--- src/rtl/fq_sched_ctrl.sv ---
module fq_sched_ctrl #(
  parameter int NQ     = 8,
  parameter int OCC_W  = 8,
  parameter int IDX_W  = $clog2(NQ),
  parameter int CIDX_W = IDX_W + 1
) (
  input  logic              clk,
  input  logic              rst_n,
  input  logic              cmd_valid,
  input  logic [7:0]        cmd_code,
  input  logic [CIDX_W-1:0] cmd_idx,
  output logic              rsp_valid,
  output logic [7:0]        rsp_code,
  input  logic              enq_valid,
  input  logic [IDX_W-1:0]  enq_idx,
  input  logic              deq_req,
  output logic              deq_valid,
  output logic              deq_hit,
  output logic [IDX_W-1:0]  deq_idx,
  output logic              deq_frame
);

  localparam logic [1:0] ST_PARK = 2'b00;
  localparam logic [1:0] ST_TENT = 2'b01;
  localparam logic [1:0] ST_TRUE = 2'b10;
  localparam logic [7:0] OP_SCHED = 8'h48;
  localparam logic [7:0] OP_FORCE = 8'h49;
  localparam logic [7:0] OP_FON   = 8'h4D;
  localparam logic [7:0] OP_FOFF  = 8'h4E;
  localparam logic [7:0] RC_OK    = 8'hF0;
  localparam logic [7:0] RC_ERR   = 8'h0F;
  localparam logic [OCC_W-1:0] OCC_MAX = '1;

  logic [NQ-1:0][1:0]       st_q, st_d;
  logic [NQ-1:0][OCC_W-1:0] occ_q, occ_d;
  logic [NQ-1:0]            off_q, off_d;

  logic             idx_ok, code_ok, cmd_ok;
  logic             sel_any, sel_frame;
  logic [IDX_W-1:0] sel_idx;

  assign idx_ok  = cmd_idx < CIDX_W'(NQ);
  assign code_ok = (cmd_code == OP_SCHED) || (cmd_code == OP_FORCE) ||
                   (cmd_code == OP_FON)   || (cmd_code == OP_FOFF);
  assign cmd_ok  = cmd_valid && idx_ok && code_ok;

  always_comb begin
    sel_any = 1'b0;
    sel_idx = '0;
    for (int i = NQ - 1; i >= 0; i--) begin
      if (st_q[i] == ST_TRUE) begin
        sel_any = 1'b1;
        sel_idx = IDX_W'(i);
      end
    end
  end

  assign sel_frame = sel_any && (occ_q[sel_idx] != '0) && !off_q[sel_idx];

  always_comb begin
    st_d  = st_q;
    occ_d = occ_q;
    off_d = off_q;
    for (int i = 0; i < NQ; i++) begin
      if (deq_req && sel_any && sel_idx == IDX_W'(i)) begin
        if (sel_frame) begin
          occ_d[i] = occ_q[i] - 1'b1;
          if (occ_q[i] == OCC_W'(1)) st_d[i] = ST_TENT;
        end else begin
          st_d[i] = ST_TENT;
        end
      end
      if (enq_valid && enq_idx == IDX_W'(i)) begin
        if (occ_d[i] != OCC_MAX) occ_d[i] = occ_d[i] + 1'b1;
        if (st_d[i] == ST_TENT && !off_d[i]) st_d[i] = ST_TRUE;
      end
      if (cmd_ok && cmd_idx == CIDX_W'(i)) begin
        unique case (cmd_code)
          OP_SCHED: if (st_d[i] == ST_PARK)
                      st_d[i] = (occ_d[i] != '0 && !off_d[i]) ? ST_TRUE : ST_TENT;
          OP_FORCE: if (st_d[i] == ST_TENT) st_d[i] = ST_TRUE;
          OP_FON: begin
            off_d[i] = 1'b0;
            if (st_d[i] == ST_TENT && occ_d[i] != '0) st_d[i] = ST_TRUE;
          end
          OP_FOFF:  off_d[i] = 1'b1;
          default: ;
        endcase
      end
    end
  end

  always_ff @(posedge clk) begin
    if (!rst_n) begin
      st_q      <= '0;
      occ_q     <= '0;
      off_q     <= '0;
      rsp_valid <= 1'b0;
      rsp_code  <= '0;
      deq_valid <= 1'b0;
      deq_hit   <= 1'b0;
      deq_idx   <= '0;
      deq_frame <= 1'b0;
    end else begin
      st_q      <= st_d;
      occ_q     <= occ_d;
      off_q     <= off_d;
      rsp_valid <= cmd_valid;
      rsp_code  <= cmd_valid ? (cmd_ok ? RC_OK : RC_ERR) : 8'h00;
      deq_valid <= deq_req;
      deq_hit   <= deq_req && sel_any;
      deq_idx   <= deq_req ? sel_idx : '0;
      deq_frame <= deq_req && sel_frame;
    end
  end

  AST_RSP_FOLLOWS: assert property (@(posedge clk) disable iff (!rst_n)
    cmd_valid |=> rsp_valid);
  AST_RSP_SINGLE: assert property (@(posedge clk) disable iff (!rst_n)
    !cmd_valid |=> !rsp_valid);
  AST_BAD_IDX_CODE: assert property (@(posedge clk) disable iff (!rst_n)
    cmd_valid && (cmd_idx >= CIDX_W'(NQ)) |=> rsp_code != RC_OK);
  AST_BAD_IDX_KEEP: assert property (@(posedge clk) disable iff (!rst_n)
    cmd_valid && (cmd_idx >= CIDX_W'(NQ)) && !enq_valid && !deq_req
    |=> $stable(st_q) && $stable(off_q) && $stable(occ_q));
  AST_DEQ_FOLLOWS: assert property (@(posedge clk) disable iff (!rst_n)
    deq_req |=> deq_valid);
  AST_FRAME_NEEDS_HIT: assert property (@(posedge clk) disable iff (!rst_n)
    deq_valid && deq_frame |-> deq_hit);
  AST_OFF_NO_FRAME: assert property (@(posedge clk) disable iff (!rst_n)
    deq_req && sel_any && off_q[sel_idx] |=> !deq_frame);

  for (genvar g = 0; g < NQ; g++) begin : g_chk
    AST_STATE_LEGAL: assert property (@(posedge clk) disable iff (!rst_n)
      st_q[g] != 2'b11);
  end

endmodule

--- config.mk ---
export PLATFORM = sky130hd
export DESIGN_NAME = fq_sched_ctrl
export DESIGN_NICKNAME = d
export VERILOG_FILES = /design/src/rtl/fq_sched_ctrl.sv
export SDC_FILE = /design/constraint.sdc
export NUM_CORES = 1
export LEC_CHECK = 0
export CAP_MARGIN = 20
export CORE_MARGIN = 2
export CORE_UTILIZATION = 65
export CTS_CLUSTER_DIAMETER = 200
export CTS_CLUSTER_SIZE = 40
export DETAILED_ROUTE_END_ITERATION = 6
export GPL_TIMING_DRIVEN = 0
export PLACE_DENSITY = 0.88
export RECOVER_POWER = 25
export SYNTH_ARGS = -nofsm -noshare
export SYNTH_HDL_FRONTEND = slang
export SYNTH_SLANG_ARGS = --single-unit
--- constraint.sdc ---
create_clock -name clk -period 13.2 [get_ports clk]
set_clock_uncertainty 0.15 [all_clocks]
set_input_delay 1.32 -clock clk [delete_from_list [all_inputs] [get_ports clk]]
set_output_delay 1.32 -clock clk [all_outputs]
set_load 0.05 [all_outputs]
==> results of run 1 <==
==> registers in the layout (all words and copies together), names as in the netlist <==
register   flops
deq_valid      1
rsp_code       2
occ_q         64
deq_hit        1
st_q          16
deq_frame      1
deq_idx        3
rsp_valid      1
off_q          8
==> power breakdown <==
group | switching, mW | leakage [nW] | total (mW) | internal (mW)
Clock | 0.125 | 0.141 | 0.278 | 0.153
Combinational | 0.0459 | 2.66 | 0.0677 | 0.0218
Sequential | 0.00167 | 0.782 | 0.296 | 0.294
Total | 0.173 | 3.59 | 0.641 | 0.468
==> worst max-delay path, stage by stage (launching register included) <==
cell	delay [ps]
dfxtp_1	300
clkbuf_1	170
or4_1	620
nor4_1	520
mux2i_1	190
o32ai_2	380
and2_4	220
buf_6	150
clkbuf_1	590
nor3_2	230
xnor2_1	230
inv_1	90
ha_1	160
inv_1	70
nor3_1	220
mux2i_1	170
o41ai_2	800
o211ai_1	190
a22oi_1	390
nand2_1	150
a41oi_1	230
and3_1	160
==> worst paths after layout <==
check,start,cells past startpoint,to
setup / recovery,occ_q[35]$_SDFF_PN0_,21,st_q[8]$_SDFF_PN0_
hold / removal,off_q[6]$_SDFFE_PN0P_,2,off_q[6]$_SDFFE_PN0P_
hold reg to reg,off_q[6]$_SDFFE_PN0P_,2,off_q[6]$_SDFFE_PN0P_
setup reg to reg,occ_q[35]$_SDFF_PN0_,21,st_q[8]$_SDFF_PN0_
==> layer usage <==
| metal | routed length [um] | up-vias | share of wire | track usage |
|---|---|---|---|---|
| met5 | 0 | - | 0 | 0 |
| met4 | 1870 | 0 | 0.065 | 0.241 |
| met3 | 3290 | 170 | 0.11 | 0.0911 |
| met2 | 12500 | 687 | 0.43 | 0.591 |
| met1 | 11300 | 4611 | 0.39 | 0.471 |
| li1 | - | 4723 | - | - |
==> synth_stat cells, types with 22 or more instances <==
cell	instances	share of area
nor2_1	152	0.062
nand2_1	99	0.041
dfxtp_1	97	0.21
a21oi_1	78	0.043
nor3_1	67	0.037
xnor2_1	53	0.051
o21ai_0	48	0.026
nand3_1	46	0.025
clkbuf_1	42	0.017
nor4_1	37	0.025
inv_1	34	0.014
xor2_1	34	0.032
nand2b_1	33	0.023
mux2i_1	25	0.027
ha_1	24	0.033
nor2b_1	23	0.016
and2_1	22	0.015
or3_1	22	0.015
==> cell type report <==
cell class                 count  area (um2)  area share
sequential                    97        1940       0.194
tap                          180         225      0.0225
clock buffer                  10         239      0.0239
multi-input combinational   1065        6810       0.681
buffer                        61         293      0.0293
timing repair buffer          30         295      0.0295
clock inverter                 6        66.3     0.00664
inverter                      34         128      0.0128
==> through the flow <==
step,util,power (mW),instances,instance area (um2)
2_1_floorplan,-,0.344,1257,9170
3_3_place_gp,0.701,0.366,1466,9690
3_5_place_dp,0.701,0.367,1467,9690
4_1_cts,0.723,0.639,1483,10000
5_1_grt,0.723,0.654,1483,9990
6_report,0.723,0.641,1483,9990
==> kinds of logic (layout without fill, tap and decap cells) <==
kind of cell,Yosys count,after routing,share of synthesized area
xor+xnor,87,87,0.0831
simple gates,634,634,0.368
buf+inv,95,141,0.0460
mux,31,31,0.0359
fa+ha+maj,24,24,0.0327
compound gates,289,289,0.222
flops,97,97,0.212
==> results.md, run 1 <==
* Status: finished, violations left
* Failing checks: design-rule violations
* Hold Path Class: reg -> reg
* RSZ-0062 raised after global routing: no
* Antenna Nets Post-Route at 0
* Final hold vios at 0
* Buffers on Ports at 29
* Post-Syn Nets at 1301
* Cell Pwr Density at 64.2 nW/um2
* Slew Viols, Final at 0
* Ys Warns at 0
* I/O pin total at 35
* Ant diodes at 0
* Slew margin rel. at 0.332
* Final WL at 28900 um
* Detailed Place HPWL at 21300 um
* DR vias/cell at 6.87
* Clock latency on the worst-skew pair at 360 ps
* Commonest non-fill, non-tap cell in the layout: nor2_1
* Most frequent cells in the layout: nor2_1 (152), nand2_1 (100), dfxtp_1 (97)
* Starting Density at 0.663
* Htree depth at 3
* Post-synth ARST share at 0
* Total number of vias at 10.2k
* Root buf cell: clkbuf_16
* Distinct cells, synth at 99
* GP Congestion at 1.04
* Die area at 15100 um2
* Die W at 123 um
* Max-cap violations at 0
* DR pass1 iterations at 7
* Setup slack, reg-to-reg at 6720 ps
* TritonCTS buffer count at 9
* Critical path type: reg -> reg
* Worst-Margin Slew at 1000 ps
* CP max FO at 10
* Dpl ws at 6950 ps
* Vias in the first global route at 9252
* WL per Instance at 19.5 um
* Ys flop type: dfxtp_1
* Fin nets at 1342
* Worst path arrival time at 6630 ps
* Leak at 3.59 nW
* Min Tclk post-route at 6480 ps
* Hold slack at 394 ps
* EDFF count, synth at 0
* Initial antenna violation count at 0
* Post-Syn Instances at 1257
* Pin count of the biggest net entering global routing at 17
* Grt total ovfl at 0
* Core area at 13800 um2
* Share of cells above drive strength 1 at 0.0767
* CP startpoint kind: flip-flop
* Crit share post-route at 0.491
* GRT Util Overall at 0.381
* Post-CTS Resized at 0
* Post-CTS setup repair buffer count at 0
* DRC at 12
* Sequential-to-total area share from yosys stat at 0.212
* Reg clk slew, reported paths at 70 ps
* #FFs+latches synth at 97
* Max clock buf depth at 2
* Critical path capture point type: flip-flop
* Setup violations, final at 0
* CTS Hold Bufs at 0
* Post-route setup slack at 6720 ps
* 1st-iter DRT viols at 1369
* CTS tree: built
* Chip height at 123 um
* Layout area overhead at 8.96%
* Fillers at 1096
* Setup_tns at 0 ps
* Clk sink count at 97
* Row Count at 43
* Synthesized cell area at 9170 um2
* Critical path required time at 13360 ps
* Maximum vdd ir drop at 0.0821 mV
* First-pass GRT wire length at 45300 um
* Synthesized area per cell at 7.30 um2
* FMAX at 0.154 GHz
(Power assumes the default switching activity.)
==> run 2: changes to the inputs <==
Settings changed: CORE_UTILIZATION 65 to 57, PLACE_DENSITY 0.88 to 0.82.
Clock period 13.2 ns to 5.7 ns, I/O delays scaled along.
==> run 2 against run 1 <==
  * The run now ends clean
  * Worst setup slack worse by 6500 ps
  * Utilization is 7.4 points lower
  * Critical path depth stayed put
  * Maximum frequency is 18% higher
  * Via count is 1.6% lower
  * Non-clock buffer count is 2 higher
  * Sequential share of layout area is 0.51 points lower
  * Largest power group is now clock
  * Highest routed layer unchanged
==> results.md, run 2 (synthesized netlist as in run 1, its figures left out) <==
* Status: finished clean (was finished, violations left)
* 1st-iter DRT viols at 1101 (was 1369)
* TritonCTS buffer count at 9 (unchanged)
* Htree depth at 3 (unchanged)
* Setup violations, final at 0 (unchanged)
* Crit share post-route at 0.966 (was 0.491)
* I/O pin total at 35 (unchanged)
* Slowest stage delay, CP at 560 ps (was 800 ps)
* Die area at 17100 um2 (was 15100 um2)
* Finished Cell Area at 10300 um2 (was 9990 um2)
* CP bufs+invs at 3 (was 5)
* Leak at 3.66 nW (was 3.59 nW)
* Hold Path Class: reg -> reg (unchanged)
* Commonest non-fill, non-tap cell in the layout: nor2_1 (unchanged)
* Vias in the first global route at 8906 (was 9252)
* DRC at 0 (was 12)
* Row Count at 46 (was 43)
* Starting Density at 0.579 (was 0.663)
* GP Congestion at 1.03 (was 1.04)
* Die W at 131 um (was 123 um)
* Min-Delay Endpoint: off_q[6]$_SDFFE_PN0P_ (unchanged)
* Critical path type: reg -> reg (unchanged)
* WL per Instance at 18.8 um (was 19.5 um)
* Max reg flops at 64 (unchanged)
* Total number of vias at 10.0k (was 10.2k)
* Chip height at 131 um (was 123 um)
* Root buf cell: clkbuf_16 (unchanged)
* Final hold vios at 0 (unchanged)
* CP max FO at 10 (unchanged)
* Critical path capture point type: flip-flop (unchanged)
* Pin count of the biggest net entering global routing at 16 (was 17)
* CP startpoint kind: flip-flop (unchanged)
* Worst-Margin Slew at 1060 ps (was 1000 ps)
* Clock latency on the worst-skew pair at 360 ps (about the same)
* CTS Hold Bufs at 0 (unchanged)
* Most frequent cells in the layout: nor2_1 (152), nand2_1 (100), dfxtp_1 (96) (was nor2_1 (152), nand2_1 (100), dfxtp_1 (97))
* Initial antenna violation count at 0 (unchanged)
* Slew Viols, Final at 0 (unchanged)
* Final WL at 28600 um (was 28900 um)
* GRT Util Overall at 0.331 (was 0.381)
* CP cell instances: nand2b_1, and3_1, a211oi_4, mux2i_2, o32ai_4, a21o_4, buf_6, buf_6, nor3_4, nor2_1, a21oi_2, ha_1, inv_1, nor3_2, mux2i_2, or3_1, or4b_4, a32oi_4, nand3_1, a31oi_1, o221ai_1 (was clkbuf_1, or4_1, nor4_1, mux2i_1, o32ai_2, and2_4, buf_6, clkbuf_1, nor3_2, xnor2_1, inv_1, ha_1, inv_1, nor3_1, mux2i_1, o41ai_2, o211ai_1, a22oi_1, nand2_1, a41oi_1, and3_1)
* Maximum vdd ir drop at 0.130 mV (was 0.0821 mV)
* Fillers at 1378 (was 1096)
* Slew margin rel. at 0.291 (was 0.332)
* Worst path arrival time at 5580 ps (was 6630 ps)
* Kind of cell adding the most delay to the critical path: simple AND/OR/NAND/NOR gates (unchanged)
* Hold Startpoint: off_q[6]$_SDFFE_PN0P_ (unchanged)
* Finished Layout Cells at 1521 (was 1483)
* Buffers on Ports at 29 (unchanged)
* Worst R2R Path Depth at 21 (unchanged)
* Worst path slowest cell: or4b_4 (was o41ai_2)
* DR vias/cell at 6.59 (was 6.87)
* CTS tree: built (unchanged)
* Clk sink count at 97 (unchanged)
* Terminus of the critical flop-to-flop path: st_q[9]$_SDFF_PN0_ (was st_q[8]$_SDFF_PN0_)
* Setup slack, reg-to-reg at 190 ps (was 6720 ps)
* Worst Setup SP: st_q[8]$_SDFF_PN0_ (was occ_q[35]$_SDFF_PN0_)
* Fin nets at 1344 (was 1342)
* FMAX at 0.182 GHz (was 0.154 GHz)
* Max clock buf depth at 2 (unchanged)
* Final core utilization at 0.649 (was 0.723)
* Total power at 1.60 mW (was 641 uW)
* Ant diodes at 0 (unchanged)
* Hold slack at 406 ps (was 394 ps)
* Reg clk slew, reported paths at 80 ps (was 70 ps)
* Max-cap violations at 0 (unchanged)
* Post-placement cell count at 1502 (was 1467)
* First-pass GRT wire length at 44700 um (was 45300 um)
* Biggest registers after layout: occ_q: 64 flops, st_q: 16 flops, off_q: 8 flops (unchanged)
* Largest reg by FF count: occ_q (unchanged)
* Detailed Place HPWL at 21100 um (was 21300 um)
* Layout area overhead at 12.0% (was 8.96%)
* DP Area at 9740 um2 (was 9690 um2)
* Antenna Nets Post-Route at 0 (unchanged)
* Min Tclk post-route at 5510 ps (was 6480 ps)
* Critical path required time at 5780 ps (was 13360 ps)
* DR pass1 iterations at 6 (was 7)
* Min-Delay Path Depth at 2 (unchanged)
* Cell Pwr Density at 156 nW/um2 (was 64.2 nW/um2)
* Reg-to-reg critical path startpoint: st_q[8]$_SDFF_PN0_ (was occ_q[35]$_SDFF_PN0_)
* Core area at 15800 um2 (was 13800 um2)
* Grt total ovfl at 0 (unchanged)
* Share of cells above drive strength 1 at 0.0935 (was 0.0767)
[run 2: cell types whose count changed in the layout (fill, tap and decap cells not counted), sizes merged]
| cell | change |
|---|---|
| buf | +4 |
| bufinv | +2 |
| clkdlybuf4s50 | -1 |
| clkinv | -1 |
| clkinvlp | -2 |
| dlygate4sd3 | +1 |
| inv | -1 |
[run 2: area by class of cell]
cell class,instances,area (um2),area share
Buffer,60,293,0.0285
Clock buffer,12,267,0.0260
Clock inverter,4,97.6,0.00951
Inverter,34,128,0.0124
Multi-Input combinational cell,1065,6950,0.677
Sequential cell,97,1940,0.189
Tap cell,216,270,0.0263
Timing Repair Buffer,33,320,0.0312
[run 2: tightest hold or removal path, stage by stage, from the launching register on]
cell     delay [ps]
dfxtp_1         360
o21ai_0          90
a21oi_1          60
[run 2: what timing repair did]
action | CTS | global route
pin swaps | 1 | 4
gates cloned | 0 | 0
resized for setup | 6 | 23
setup buffers | 1 | 3
endpoints found under the setup margin | 2 | 8
[run 2: per-stage QoR]
stage | worst slack (ps) | TNS, ps
after floorplan | 800 | 0
after global placement | -332 | -653
after detailed placement | -473 | -904
after CTS | 16.8 | 0
after global routing | -52.1 | -104
final | 194 | 0
[run 2: worst max-delay path by stage]
| stage | slack, ps | cells past startpoint | end |
|---|---|---|---|
| after floorplan | 800 | 21 | st_q[8]$_SDFF_PN0_ |
| after global placement | -330 | 21 | st_q[9]$_SDFF_PN0_ |
| after detailed placement | -470 | 21 | st_q[9]$_SDFF_PN0_ |
| after CTS | 20 | 23 | st_q[9]$_SDFF_PN0_ |
| after global routing | -50 | 23 | st_q[8]$_SDFF_PN0_ |
| final | 190 | 21 | st_q[9]$_SDFF_PN0_ |
[run 2: per-layer routing]
| metal | global-route usage | routed length [um] | vias to the layer above |
|---|---|---|---|
| met5 | 0 | 0 | - |
| met1 | 0.433 | 11700 | 4701 |
| met2 | 0.525 | 13100 | 500 |
| met3 | 0.0586 | 2410 | 110 |
| met4 | 0.164 | 1430 | 0 |
| li1 | - | - | 4715 |
[run 2: where the power goes]
| part | switching [mW] | total (mW) | internal (mW) |
|---|---|---|---|
| registers | 0.00377 | 0.684 | 0.681 |
| clock network | 0.294 | 0.760 | 0.466 |
| logic | 0.106 | 0.157 | 0.0514 |
| total | 0.404 | 1.60 | 1.20 |
==> run 3: changes to the inputs <==
Settings changed: CORE_UTILIZATION 57 to 25, PLACE_DENSITY 0.82 to 0.45.
==> run 3 against run 2 <==
  * Power fell by 7.7%
  * Highest routed layer is now met5
  * Final area increased by 2.8%
  * Largest cell class unchanged
  * Global-route usage shrank 16 points
  * Combinational power increased by 5%
  * Via count down 4.7%
  * Sequential power barely moved
==> results.md, run 3 (synthesized netlist as in run 1, its figures left out) <==
* Core area at 36300 um2 (was 15800 um2)
* Row Count at 70 (was 46)
* WL per Instance at 18.9 um (was 18.8 um)
* Slew Viols, Final at 0 (unchanged)
* Fin nets at 1349 (was 1344)
* Clk sink count at 97 (unchanged)
* Pin count of the biggest net entering global routing at 20 (was 16)
* TritonCTS buffer count at 9 (unchanged)
* GP Congestion at 0.918 (was 1.03)
* Min Tclk post-route at 5400 ps (was 5510 ps)
* Hold Path Class: reg -> reg (unchanged)
* Status: finished clean (unchanged)
* Post-placement cell count at 1757 (was 1502)
* Root buf cell: clkbuf_16 (unchanged)
* FMAX at 0.185 GHz (was 0.182 GHz)
* Maximum vdd ir drop at 0.108 mV (was 0.130 mV)
* Initial antenna violation count at 1 (was 0)
* Clock Power Share at 0.426 (was 0.474)
* Layout area overhead at 15.1% (was 12.0%)
* Most frequent cells in the layout: nor2_1 (152), nand2_1 (99), dfxtp_1 (96) (was nor2_1 (152), nand2_1 (100), dfxtp_1 (96))
* Buffers on Ports at 29 (unchanged)
* Ant diodes at 0 (unchanged)
* Max-cap violations at 0 (unchanged)
* DRC at 0 (unchanged)
* Vias in the first global route at 9119 (was 8906)
* Post-route setup slack at 303 ps (was 194 ps)
* CTS tree: built (unchanged)
* Leak at 3.65 nW (was 3.66 nW)
* Final core utilization at 0.290 (was 0.649)
* Final WL at 33600 um (was 28600 um)
* CP max FO at 10 (unchanged)
* Pint at 1.06 mW (was 1.20 mW)
* Worst path arrival time at 5560 ps (was 5580 ps)
* Chip height at 196 um (was 131 um)
* Finished Layout Cells at 1775 (was 1521)
* Crit share post-route at 0.947 (was 0.966)
* Commonest non-fill, non-tap cell in the layout: nor2_1 (unchanged)
* Detailed Place HPWL at 25700 um (was 21100 um)
* Starting Density at 0.252 (was 0.579)
* Dpl ws at -333 ps (was -473 ps)
* Clock latency on the worst-skew pair at 370 ps (was 360 ps)
* Reg clk slew, reported paths at 80 ps (about the same)
* DR pass1 iterations at 5 (was 6)
* P_sw at 417 uW (was 404 uW)
* Seq pwr share at 0.463 (was 0.427)
* Largest reg by FF count: occ_q (unchanged)
* Final hold vios at 0 (unchanged)
* CTS Hold Bufs at 0 (unchanged)
* Max reg flops at 64 (unchanged)
* Sw Ratio at 0.282 (was 0.252)
* Gate power share at 0.111 (was 0.098)
* Cell Pwr Density at 140 nW/um2 (was 156 nW/um2)
* Die W at 196 um (was 131 um)
* Critical path type: reg -> reg (unchanged)
* CP startpoint kind: flip-flop (unchanged)
* Die area at 38200 um2 (was 17100 um2)
* Htree depth at 3 (unchanged)
* Worst-Margin Slew at 1000 ps (was 1060 ps)
* 1st-iter DRT viols at 827 (was 1101)
* Max clock buf depth at 2 (unchanged)
* Total number of vias at 9557 (was 10.0k)
* Biggest registers after layout: occ_q: 64 flops, st_q: 16 flops, off_q: 8 flops (unchanged)
* Critical path capture point type: flip-flop (unchanged)
* DR vias/cell at 5.38 (was 6.59)
* Critical path required time at 5860 ps (was 5780 ps)
* Grt total ovfl at 0 (unchanged)
* Antenna Nets Post-Route at 0 (unchanged)
* I/O pin total at 35 (unchanged)
* Slew margin rel. at 0.333 (was 0.291)
* First-pass GRT wire length at 52000 um (was 44700 um)
* Setup violations, final at 0 (unchanged)
* Share of cells above drive strength 1 at 0.0964 (was 0.0935)
* GRT Util Overall at 0.175 (was 0.331)
[run 3: cell types whose count changed in the layout (fill, tap and decap cells not counted), moves of 2 or more]
cell       change
bufinv_16      -3
nor4_2         +2
buf_8          +3
buf_4          +3
[run 3: power groups by stage]
stage,clock network (mW),registers (mW),logic (mW)
2_1_floorplan,0,0.703,0.0923
3_3_place_gp,0,0.700,0.161
3_5_place_dp,0,0.700,0.164
4_1_cts,0.651,0.684,0.164
5_1_grt,0.674,0.685,0.179
6_report,0.629,0.684,0.165
[run 3: layout make-up]
type | instances | area (um2)
clock buffer | 13 | 270
sequential | 97 | 1940
inverter | 34 | 128
multi-input combinational | 1065 | 6960
timing repair buffer | 38 | 373
buffer | 60 | 299
tap | 468 | 586
fill | 3985 | 25800
[run 3: timing repair]
action / CTS / global route
setup buffers: 1 / 5
gates cloned: 0 / 0
setup endpoints to repair: 4 / 9
resized for setup: 6 / 29
pin swaps: 1 / 4
[run 3: metrics by stage]
stage	area (um2)	TNS (ps)	total power [mW]	hold slack, ps
floorplan	9170	0	0.796	331
global placement	10000	-987	0.861	382
detailed placement	10100	-892	0.864	387
CTS	10400	0	1.50	398
global route	10600	-14.9	1.54	454
finish	10600	0	1.48	398
[run 3: layer usage]
metal / vias up / GRT usage / share of wire
li1: 4721 / - / -
met1: 4542 / 0.224 / 0.46
met2: 234 / 0.291 / 0.46
met4: 2 / 0.0741 / 0.032
met5: - / 0 / 0.00042
met3: 58 / 0.0287 / 0.041
[run 3: final timing paths]
check / startpoint / end / slack (ps) / cells past startpoint
max: st_q[10]$_SDFF_PN0_ / st_q[8]$_SDFF_PN0_ / 300 / 21
min: off_q[5]$_SDFFE_PN0P_ / off_q[5]$_SDFFE_PN0P_ / 400 / 2
max reg2reg: st_q[10]$_SDFF_PN0_ / st_q[8]$_SDFF_PN0_ / 300 / 21
min reg2reg: off_q[5]$_SDFFE_PN0P_ / off_q[5]$_SDFFE_PN0P_ / 400 / 2
[run 3: critical path: stages, from the launching register on]
cell	delay [ps]
dfxtp_1	350
nand2b_1	240
o211ai_1	230
or3_1	370
o211ai_1	160
a31oi_4	220
a21o_4	320
buf_6	170
buf_8	170
nor3_4	360
nor2_1	90
a21oi_2	150
ha_1	200
inv_1	90
nor3_2	190
mux2i_2	140
or3_1	450
or4b_4	540
a32oi_2	240
nand3_1	150
o22ai_1	180
and3_1	170
